--- config.mk ---
export PLATFORM = sky130hd
export DESIGN_NAME = xfer_term
export DESIGN_NICKNAME = d
export VERILOG_FILES = /design/src/rtl/xfer_term_pkg.sv /design/src/rtl/xfer_classify.sv /design/src/rtl/xfer_beat_ctr.sv /design/src/rtl/xfer_term.sv
export SDC_FILE = /design/constraint.sdc
export NUM_CORES = 1
export LEC_CHECK = 0
export BUFFER_PORTS_ARGS = -buffer_cell sky130_fd_sc_hd__buf_4
export CAP_MARGIN = 0
export CORE_AREA = 2 2 39 41
export CTS_CLUSTER_DIAMETER = 120
export DETAILED_ROUTE_END_ITERATION = 12
export DIE_AREA = 0 0 41 43
export GPL_ROUTABILITY_DRIVEN = 1
export PLACE_DENSITY = 0.66
export SYNTH_ARGS = -nofsm -noshare
export SYNTH_HDL_FRONTEND = slang
export SYNTH_SLANG_ARGS = --single-unit
--- constraint.sdc ---
create_clock -name clk -period 2.7 [get_ports clk]
set_clock_uncertainty 0.15 [all_clocks]
set_input_delay 0.54 -clock clk [delete_from_list [all_inputs] [get_ports clk]]
set_output_delay 0.54 -clock clk [all_outputs]
set_load 0.02 [all_outputs]
--- src/rtl/xfer_term_pkg.sv ---
package xfer_term_pkg;

   typedef enum logic [1:0] {
      TT_READ   = 2'b00,
      TT_WRITE  = 2'b01,
      TT_DSTORE = 2'b10,
      TT_EXTCTL = 2'b11
   } ttype_e;

   typedef enum logic {
      PH_IDLE = 1'b0,
      PH_DATA = 1'b1
   } phase_e;

   typedef struct packed {
      logic unsup;   // statically unsupported at start
      logic pci;     // routed downstream, may be aborted
      logic err_en;  // error acknowledge allowed
   } xfer_ctx_t;

endpackage

--- src/rtl/xfer_classify.sv ---
module xfer_classify
   import xfer_term_pkg::*;
#(
   parameter bit CHECK_FLASH = 1'b1,
   parameter bit CHECK_IACK  = 1'b1
) (
   input  logic [1:0] ttype,
   input  logic       sp_iack,
   input  logic       sp_flash,
   input  logic       sp_pci,
   input  logic       flash_wr_en,
   output logic       unsup,
   output logic       is_pci
);

   logic is_write;
   logic odd_type;
   logic flash_bad;
   logic iack_bad;

   assign is_write = (ttype_e'(ttype) == TT_WRITE);
   assign odd_type = (ttype_e'(ttype) == TT_DSTORE) ||
                     (ttype_e'(ttype) == TT_EXTCTL);

   generate
      if (CHECK_FLASH) begin : g_flash_chk
         assign flash_bad = is_write && sp_flash && !flash_wr_en;
      end else begin : g_flash_off
         assign flash_bad = 1'b0;
      end
      if (CHECK_IACK) begin : g_iack_chk
         assign iack_bad = is_write && sp_iack;
      end else begin : g_iack_off
         assign iack_bad = 1'b0;
      end
   endgenerate

   assign unsup  = odd_type || flash_bad || iack_bad;
   assign is_pci = sp_pci;

endmodule

--- src/rtl/xfer_beat_ctr.sv ---
module xfer_beat_ctr #(
   parameter int BEAT_W = 2
) (
   input  logic              clk,
   input  logic              rst_n,
   input  logic              load,
   input  logic [BEAT_W-1:0] last_in,
   input  logic              step,
   output logic              is_last
);

   logic [BEAT_W-1:0] cnt_q;
   logic [BEAT_W-1:0] last_q;

   always_ff @(posedge clk) begin
      if (!rst_n) begin
         cnt_q  <= '0;
         last_q <= '0;
      end else if (load) begin
         cnt_q  <= '0;
         last_q <= last_in;
      end else if (step && !is_last) begin
         cnt_q <= cnt_q + 1'b1;
      end
   end

   assign is_last = (cnt_q == last_q);

   assert_cnt_bound_R3 : assert property (@(posedge clk) disable iff (!rst_n)
      cnt_q <= last_q);

   assert_step_advances_R4 : assert property (@(posedge clk) disable iff (!rst_n)
      (step && !is_last && !load) |=> (cnt_q == $past(cnt_q) + 1'b1));

endmodule

--- src/rtl/xfer_term.sv ---
module xfer_term
   import xfer_term_pkg::*;
#(
   parameter int BEAT_W      = 2,
   parameter bit CHECK_FLASH = 1'b1,
   parameter bit CHECK_IACK  = 1'b1
) (
   input  logic              clk,
   input  logic              rst_n,
   input  logic              ts,
   input  logic [1:0]        ttype,
   input  logic              sp_iack,
   input  logic              sp_flash,
   input  logic              sp_pci,
   input  logic              burst,
   input  logic [BEAT_W-1:0] burst_len,
   input  logic              wait_req,
   input  logic              flash_wr_en,
   input  logic              err_en,
   input  logic              pci_abort,
   output logic              ta,
   output logic              tea,
   output logic              done
);

   initial begin
      assert_param_width_R3 : assert (BEAT_W >= 1 && BEAT_W <= 8)
         else $error("BEAT_W out of range");
   end

   phase_e    phase_q;
   xfer_ctx_t ctx_q;
   logic      done_q;
   logic      accept;
   logic      cls_unsup;
   logic      cls_pci;
   logic      in_data;
   logic      err_now;
   logic      last_beat;
   logic      finish;
   logic [BEAT_W-1:0] last_sel;

   xfer_classify #(
      .CHECK_FLASH (CHECK_FLASH),
      .CHECK_IACK  (CHECK_IACK)
   ) u_cls (
      .ttype       (ttype),
      .sp_iack     (sp_iack),
      .sp_flash    (sp_flash),
      .sp_pci      (sp_pci),
      .flash_wr_en (flash_wr_en),
      .unsup       (cls_unsup),
      .is_pci      (cls_pci)
   );

   assign accept   = (phase_q == PH_IDLE) && ts;
   assign last_sel = burst ? burst_len : '0;

   xfer_beat_ctr #(.BEAT_W(BEAT_W)) u_beats (
      .clk     (clk),
      .rst_n   (rst_n),
      .load    (accept),
      .last_in (last_sel),
      .step    (ta),
      .is_last (last_beat)
   );

   assign in_data = (phase_q == PH_DATA);
   assign err_now = in_data && ctx_q.err_en &&
                    (ctx_q.unsup || (ctx_q.pci && pci_abort));

   assign tea    = err_now;
   assign ta     = in_data && !err_now && !wait_req;
   assign finish = tea || (ta && last_beat);

   always_ff @(posedge clk) begin
      if (!rst_n) begin
         phase_q <= PH_IDLE;
         ctx_q   <= '0;
         done_q  <= 1'b0;
      end else begin
         done_q <= finish;
         if (accept) begin
            phase_q      <= PH_DATA;
            ctx_q.unsup  <= cls_unsup;
            ctx_q.pci    <= cls_pci;
            ctx_q.err_en <= err_en;
         end else if (finish) begin
            phase_q <= PH_IDLE;
         end
      end
   end

   assign done = done_q;

   assert_ta_tea_excl_R9 : assert property (@(posedge clk) disable iff (!rst_n)
      !(ta && tea));

   assert_tea_pulse_R9 : assert property (@(posedge clk) disable iff (!rst_n)
      tea |=> (!tea && !ta));

   assert_done_cause_R11 : assert property (@(posedge clk) disable iff (!rst_n)
      done |-> $past(ta || tea));

   assert_done_quiet_R11 : assert property (@(posedge clk) disable iff (!rst_n)
      done |-> (!ta && !tea));

   assert_wait_stalls_R4 : assert property (@(posedge clk) disable iff (!rst_n)
      (wait_req && !tea) |-> !ta);

   assert_idle_silent_R12 : assert property (@(posedge clk) disable iff (!rst_n)
      (phase_q == PH_IDLE) |-> (!ta && !tea));

endmodule

# Yosys cells after proc, flatten, opt, wreduce, memory -nomap -nowiden
# Index checks and enable logic that the tools add are counted.
[op_classes] addsub=1 eq_ne=4 n_mux=3 n_bitwise=2 reduce_logical=22
[ops] operator="$logic_and A1 B1 Y1" n=11
[ops] operator="$logic_or A1 B1 Y1" n=5
[ops] operator="$eq A2 B2 Y1 const B" n=2
[ops] operator="$logic_not A1 Y1" n=4
[ops] operator="$add A2 B1 Y2 const B" n=1
[ops] operator="$eq A2 B1 Y1 const B" n=1
[ops] operator="$eq A2 B2 Y1" n=1
[ops] operator="$mux W1" n=2
[ops] operator="$mux W2" n=1
[ops] operator="$not A1 Y1" n=2
[ops] operator="$reduce_bool A2 Y1" n=1
[ops] operator="$reduce_or A2 Y1" n=1
[totals] reg_bits=9 inputBits=15 output_inout_bits=3 word_cells=39

# Depth between registers and ports, before layout
# Gate-level depths: netlist (run 1).
[logic_depth] depth_word=10 ltp_mapped=5 mapped_depth_nobuf=5

# Cells and area by module
# A second synthesis (run 1) with hierarchy kept.
[unflattened] cells_unflattened=50 area_unflattened_um2=464.2
[modules_own_cells] module="xfer_term" n_inst=1 cells_per_inst=23 area_each_um2=231.5 seq_area_each_um2=100.1
[modules_own_cells] module="xfer_beat_ctr" n_inst=1 cells_per_inst=23 area_each_um2=211.5 seq_area_each_um2=80.1
[modules_own_cells] module="xfer_classify" n_inst=1 cells_per_inst=4 area_each_um2=21.3 seq_area_each_um2=0.0

# Worst setup path before layout (run 1)
# No wires, ideal clock.
[synth_timing] path_kind="in2out" start="in pci_abort" end="out ta" arrival_time_ns=1.192 setup_slack_ns=0.818 cell_stages=3 n_path_buf=0 path_cell_list="a21o_1 > a211o_1 > inv_1"
[synth_via] elab_chain_len=6
[synth_rtl] item="from (decl)" line_no="xfer_term.sv:20" text="input logic pci_abort,"
[synth_rtl] item="$logic_and A1 B1 Y1" line_no="xfer_term.sv:70" text="(ctx_q.unsup || (ctx_q.pci && pci_abort));"
[synth_rtl] item="$logic_or A1 B1 Y1" line_no="xfer_term.sv:70"
[synth_rtl] item="$logic_and A1 B1 Y1" line_no="xfer_term.sv:69" text="assign err_now = in_data && ctx_q.err_en &&"
[synth_rtl] item="$logic_not A1 Y1" line_no="xfer_term.sv:73" text="assign ta = in_data && !err_now && !wait_req;"
[synth_rtl] item="$logic_and A1 B1 Y1 (2 in series)" line_no="xfer_term.sv:73"
[synth_rtl] item="to (decl)" line_no="xfer_term.sv:21" text="output logic ta,"
# Every way passes these cells.

# Worst setup path after layout (run 1)
# Same ends and word-level chain as after synthesis.

==> PnR_summary.wiki, run 1 <==
{| class="wikitable"
! Metric !! Value
|-
| Total number of placement rows || 14
|-
| Number of pins exceeding their max-slew limit in the final report || 0
|-
| Signed area change from the synthesized netlist to the final layout || 42.7%
|-
| Overall Global Routing Usage || 12.3%
|-
| Fin Hold WS || 320 ps
|-
| Cell Count, Final, Fillers Out || 87
|-
| Final total power || 0.297 mW
|-
| Clock root buffer || clkbuf_4
|-
| Average cell area after synthesis || 8.21 sq um
|-
| Detailed-routing iteration count for the pre-antenna-repair pass || 3
|-
| Xor/xnor share of the synthesized area || 4.27%
|-
| Sequential element share of the synthesized area || 43.9%
|-
| Endpoint required time on the critical path || 2010 ps
|-
| Netlist area before placement || 410 sq um
|-
| Starting density of the core || 29.7%
|-
| Height of the chip || 43 um
|-
| Final critical-path share of the clock period || 78.1%
|-
| Routed vias/inst || 4.68
|-
| CTS H-tree depth || 1
|-
| Storage element area || 180 sq um
|-
| Total of endpoints with negative setup slack in the final report || 0
|-
| Buffers inserted during post-CTS setup optimization || 0
|-
| CP max stage cell || a211o_1
|-
| Number of hold violations in the final report || 0
|-
| Endpoint, Worst Hold || ctx_q[1]
|-
| TritonCTS clock tree || yes
|-
| Aggregate routed wire length || 861 um
|-
| Max-Slew Margin vs Limit || 76.6%
|-
| Number of storage elements in the synthesis netlist || 9
|-
| Overall overflow remaining after global route || 0
|-
| Clock network latency to the later pin of the worst-skew pair || 270 ps
|-
| DIE AREA || 1760 sq um
|-
| Share of post-route cells with drive strength above 1 || 33.8%
|-
| Remaining DRCs || 0
|-
| Period minus WS final || 2110 ps
|-
| Hold depth || 2
|-
| CTS Hold Buffers Added || 0
|-
| Largest stage delay on the critical path || 320 ps
|-
| Largest family of logic cells by synthesized area || compound AO/OA/AOI/OAI gates
|-
| Diode count || 0
|-
| Simple-gate share of the synthesized area || 24.1%
|-
| Max FO, Critical Path || 4
|-
| Num CTS Buffers || 3
|-
| Pin count of the biggest net entering global routing || 9
|-
| Number of global-route vias before repair || 336
|-
| Max-cap check violation count || 0
|-
| Post-synthesis mux area share || 0%
|-
| Antenna violations before repair || 0
|-
| Number of sinks on the clock net || 9
|-
| Yosys warnings || 0
|-
| Layout fillers || 150
|-
| Placed Cells || 83
|-
| Detailed Place HPWL || 668 um
|-
| FF-to-FF End || u_beats.cnt_q[0]
|-
| Measured slew at the worst slew-check pin || 350 ps
|-
| Gpl congestion || 0.718
|-
| Nets in the synthesized netlist || 65
|-
| Share of the synthesized area in compound gates (AO/OA/AOI/OAI) || 25.0%
|-
| Largest buffer count on any clock path || 2
|-
| Most common library cell in the layout ignoring fill and taps || buf_4
|-
| Startpoint of the worst register-to-register path || ctx_q[2]
|-
| Critical Path Most Common Cell || buf_4
|-
| Critical path, cell by cell || buf_4 -> a21o_1 -> a211o_1 -> inv_1 -> buf_4
|-
| Area share of fa/ha/maj cells after synthesis || 0%
|-
| Worst EP arrival || 1420 ps
|-
| Die Span X || 41 um
|-
| Post-Synthesis Cells || 50
|-
| 1st-iter DRT viols || 3
|-
| Number of distinct standard cells referenced by the synthesized netlist || 19
|-
| Timing-limited maximum frequency || 0.474 GHz
|-
| Area of the core || 1380 sq um
|-
| Outcome || finished clean
|-
| Accumulated negative setup slack || 0 ps
|-
| Wire length per cell after detailed routing || 9.90 um
|-
| Count of input and output buffers || 17
|-
| Register-to-register setup slack || 1210 ps
|-
| WS Path Type || in2out
|-
| Power Dens Cells || 507 nW/um^2
|-
| Vias || 407
|-
| Worst setup SP type || input pin
|-
| Post_cts resized || 0
|-
| Depth of the worst register-to-register path || 4
|-
| Start point of the worst hold path || ctx_q[1]
|-
| Tightest Hold Check Type || reg2reg
|-
| RSZ-0062 raised after global routing || false
|-
| Post-layout utilization of the core || 42.3%
|-
| Most used cells in the layout excluding fill and tap cells || buf_4, dfxtp_1, nand2_1
|-
| Cell leakage power || 0.277 nW
|-
| Number of antenna-violating nets in the routed design || 0
|-
| I/O Pins || 18
|-
| Global-route wire length before repair || 1.37 mm
|-
| Footprint of the multi-input gates || 219 sq um
|-
| Count of nets after finishing || 87
|-
| Worst vdd ir || 0.000262 V
|-
| Clock Pin Slew Worst Setup and Hold Paths || 70 ps
|-
| Endpoint type of the worst setup path || output pin
|}
[synthesized netlist by cell type]
| cell | count | share of area, % |
|---|---|---|
| a211o_1 | 1 | 2.1 |
| a21boi_0 | 4 | 7.3 |
| a21o_1 | 1 | 1.8 |
| a21oi_1 | 4 | 4.9 |
| a31o_2 | 1 | 2.1 |
| and2_1 | 1 | 1.5 |
| and3_2 | 1 | 1.8 |
| dfxtp_1 | 9 | 44 |
| inv_1 | 3 | 2.7 |
| nand2_1 | 8 | 7.3 |
| nand3_1 | 2 | 2.4 |
| nand4_1 | 1 | 1.5 |
| nor2_1 | 2 | 1.8 |
| nor2b_1 | 3 | 4.6 |
| o21ai_0 | 4 | 4.9 |
| o31ai_1 | 1 | 1.8 |
| or2_2 | 1 | 1.5 |
| or3_1 | 1 | 1.5 |
| xor2_1 | 2 | 4.3 |
[critical path: cells and delay by family]
kind | cells | cell delay [ps]
buffers and inverters | 3 | 380
AO/OA/AOI/OAI | 2 | 500
[kinds of logic after synthesis]
| group | after synthesis |
|---|---|
| flip-flops | 9 |
| buffers and inverters | 3 |
| XOR/XNOR | 2 |
| AND/OR/NAND/NOR | 20 |
| AO/OA/AOI/OAI | 16 |
[metrics by stage]
step | worst slack (ps) | cell area [sq um]
CTS | 595 | 586
global placement | 617 | 558
detailed placement | 598 | 558
global route | 538 | 586
floorplan | 818 | 410
finish | 592 | 586
[layout make-up]
| class | instances | share of cell area [%] |
|---|---|---|
| Multi-Input combinational cell | 38 | 37.4 |
| Sequential cell | 9 | 30.8 |
| Timing Repair Buffer | 17 | 21.8 |
| Clock buffer | 3 | 3.85 |
| Tap cell | 16 | 3.42 |
| Inverter | 3 | 1.92 |
| Clock inverter | 1 | 0.855 |
[registers in the layout, indices dropped and copies added, names as in the netlist]
register,flops
ctx_q,3
done,1
in_data,1
u_beats.cnt_q,2
u_beats.last_q,2
[where the power goes]
part / switching (mW) / internal, mW / total, mW / leakage (nW)
registers: 0.00371 / 0.139 / 0.143 / 0.0736
clock network: 0.0550 / 0.0549 / 0.110 / 0.0177
logic: 0.0197 / 0.0246 / 0.0443 / 0.186
[layer usage]
layer	share of wire [%]	up-vias	global-route usage, %	routed length, um
met2	47	15	16.9	407
met3	7.5	4	4.71	65
met4	3.0	0	10.0	26
li1	-	215	-	-
met1	42	173	14.2	361
met5	0	-	0	0
[worst max path at each step]
stage,from,endpoint,slack (ps),cells past startpoint
3_5_place_dp,pci_abort,ta,600,5
3_3_place_gp,pci_abort,ta,620,5
5_1_grt,pci_abort,ta,540,5
2_1_floorplan,pci_abort,ta,820,3
6_report,pci_abort,ta,590,5
4_1_cts,pci_abort,ta,590,5
Note: power is estimated with default switching activity, not from simulation.
==> run 2, diff against run 1 <==
--- a/config.mk
+++ b/config.mk
@@ -12,7 +12,7 @@
 export DETAILED_ROUTE_END_ITERATION = 12
 export DIE_AREA = 0 0 41 43
 export GPL_ROUTABILITY_DRIVEN = 1
-export PLACE_DENSITY = 0.66
+export PLACE_DENSITY = 0.68
 export SYNTH_ARGS = -nofsm -noshare
 export SYNTH_HDL_FRONTEND = slang
 export SYNTH_SLANG_ARGS = --single-unit
==> constraint.sdc (replaced) <==
create_clock -name clk -period 1.9 [get_ports clk]
set_clock_uncertainty 0.15 [all_clocks]
set_input_delay 0.38 -clock clk [delete_from_list [all_inputs] [get_ports clk]]
set_output_delay 0.38 -clock clk [all_outputs]
set_load 0.02 [all_outputs]
==> run 2 against run 1 <==
  * Utilization is 0.090 points lower
  * Cell count unchanged
  * Flip-flop and latch count unchanged
  * Design area is 0.21% lower
  * Critical endpoint unchanged
  * Combinational power grew 43%
  * Register-to-register slack got worse by 820 ps
  * Wire length increased by 0.58%
  * Worst setup slack got worse by 510 ps
  * First-iteration DRC count rose by 67%
  * Non-clock buffer count is the same
==> PnR_summary.wiki, run 2 (synthesis gave the netlist of run 1 again) <==
{| class="wikitable"
! Metric !! Value
|-
| Outcome || finished clean
|-
| Critical path, cell by cell || a21o_1 -> a211o_1 -> inv_2 -> buf_4
|-
| Detail Route met2 WL || 399 um
|-
| Accumulated negative setup slack || 0 ps
|-
| Detailed-routing iteration count for the pre-antenna-repair pass || 4
|-
| Cell leakage power || 0.272 nW
|-
| Timing-limited maximum frequency || 0.551 GHz
|-
| Total placed instance area || 558 sq um
|-
| Die Span X || 41 um
|-
| DIE AREA || 1760 sq um
|-
| Aggregate routed wire length || 866 um
|-
| Detailed Place HPWL || 692 um
|-
| Gpl congestion || 0.759
|-
| Height of the chip || 43 um
|-
| Part of the total power dissipated in combinational logic || 15.4%
|-
| Antenna violations before repair || 0
|-
| Number of hold violations in the final report || 0
|-
| Switching part of the total power || 23.8%
|-
| 1st-iter DRT viols || 5
|-
| Number of pins exceeding their max-slew limit in the final report || 0
|-
| Max-cap check violation count || 0
|-
| Buffers inserted during post-CTS setup optimization || 0
|-
| Num CTS Buffers || 3
|-
| Vias || 413
|-
| Number of sinks on the clock net || 9
|-
| Largest stage delay on the critical path || 330 ps
|-
| Wire length per cell after detailed routing || 9.95 um
|-
| CTS H-tree depth || 1
|-
| Worst vdd ir || 0.000408 V
|-
| Tightest Hold Check Type || in2reg
|-
| TritonCTS clock tree || yes
|-
| Number of global-route vias before repair || 372
|-
| Fin Hold WS || 230 ps
|-
| Start point of the worst hold path || sp_pci
|-
| Worst EP arrival || 1290 ps
|-
| Share of post-route cells with drive strength above 1 || 33.8%
|-
| Measured slew at the worst slew-check pin || 332 ps
|-
| Largest buffer count on any clock path || 2
|-
| Total of endpoints with negative setup slack in the final report || 0
|-
| Biggest registers after layout || ctx_q (3), u_beats.cnt_q (2), u_beats.last_q (2)
|-
| Switching power of the nets || 0.0979 mW
|-
| Detailed-routed wire length on met3 || 70 um
|-
| Origin of the worst setup path || ctx_q[2]
|-
| Total number of placement rows || 14
|-
| Pin count of the biggest net entering global routing || 9
|-
| Endpoint type of the worst setup path || output pin
|-
| Diode count || 0
|-
| Count of nets after finishing || 87
|-
| Max FO, Critical Path || 4
|-
| Uppermost metal layer occupied by signal nets || met3
|-
| Number of flip-flops in the largest register || 3
|-
| Most common library cell in the layout ignoring fill and taps || buf_4
|-
| RSZ-0062 raised after global routing || false
|-
| Overall Global Routing Usage || 12.2%
|-
| Remaining DRCs || 0
|-
| Final critical-path share of the clock period || 95.5%
|-
| Signed area change from the synthesized netlist to the final layout || 42.4%
|-
| Largest Register || ctx_q
|-
| CTS Hold Buffers Added || 0
|-
| Post-layout utilization of the core || 42.2%
|-
| Clock root buffer || clkbuf_4
|-
| Most used cells in the layout excluding fill and tap cells || buf_4, dfxtp_1, nand2_1
|-
| Global-route wire length before repair || 1.41 mm
|-
| CP max stage cell || a211o_1
|-
| Proportion of power drawn by flip-flops and latches || 49.4%
|-
| Clock network latency to the later pin of the worst-skew pair || 260 ps
|-
| Met1 Wirelength || 396 um
|-
| Internal cell power || 0.314 mW
|-
| Power Dens Cells || 704 nW/um^2
|-
| Starting density of the core || 29.7%
|-
| Clk pwr share || 35.2%
|-
| Routed vias/inst || 4.75
|-
| Period minus WS final || 1820 ps
|-
| Area of the core || 1380 sq um
|-
| Post_cts resized || 0
|-
| Overall overflow remaining after global route || 0
|-
| WS Path Type || reg2out
|-
| Area of all placed cells without fillers || 584 sq um
|-
| Max-Slew Margin vs Limit || 77.8%
|-
| Number of antenna-violating nets in the routed design || 0
|-
| Count of input and output buffers || 17
|-
| Worst setup SP type || flop
|-
| I/O Pins || 18
|-
| Clock Pin Slew Worst Setup and Hold Paths || 60 ps
|-
| Startpoint of the worst register-to-register path || ctx_q[2]
|-
| Endpoint required time on the critical path || 1370 ps
|}
==> run 2: cell types whose count changed in the layout (fill, tap and decap cells not counted) <==
cell / change
clkinv_2: -1
inv_1: -1
inv_2: +1
clkbuf_1: +1
==> run 2: cell type report <==
| cell class | instances | area, sq um |
|---|---|---|
| multi-input combinational | 38 | 219 |
| timing repair buffer | 17 | 128 |
| fill | 148 | 800 |
| tap | 16 | 20.0 |
| clock buffer | 4 | 26.3 |
| inverter | 3 | 11.3 |
| sequential | 9 | 180 |
==> run 2: final timing paths <==
path | slack [ps] | endpoint | cells past startpoint
max reg2reg | 390 | u_beats.cnt_q[0] | 4
min | 230 | ctx_q[1] | 3
min reg2reg | 320 | ctx_q[1] | 2
max | 80 | ta | 4
==> run 2: through the flow <==
step,setup slack (ps),cells,power [mW]
after global placement,132,83,0.270
after global routing,5.40,87,0.441
after floorplan,338,50,0.237
after detailed placement,123,83,0.271
final,84.7,87,0.411
after CTS,42.1,87,0.421
==> run 2: power by group through the flow <==
stage,clock network (mW),registers (mW),logic [mW]
floorplan,0,0.207,0.0299
global placement,0,0.207,0.0625
detailed placement,0,0.207,0.0634
CTS,0.154,0.203,0.0636
global route,0.165,0.205,0.0711
finish,0.145,0.203,0.0634
==> run 2: critical path, delay by kind of cell (launching register included) <==
family          cells  cell delay (ps)
buf+inv             2              230
compound gates      2              490
flops               1              310
==> run 2: layer usage <==
metal	GRT usage, %	vias to the layer above
met1	15.5	179
met3	3.14	0
met4	10.0	0
met5	0	-
met2	16.3	18
li1	-	216
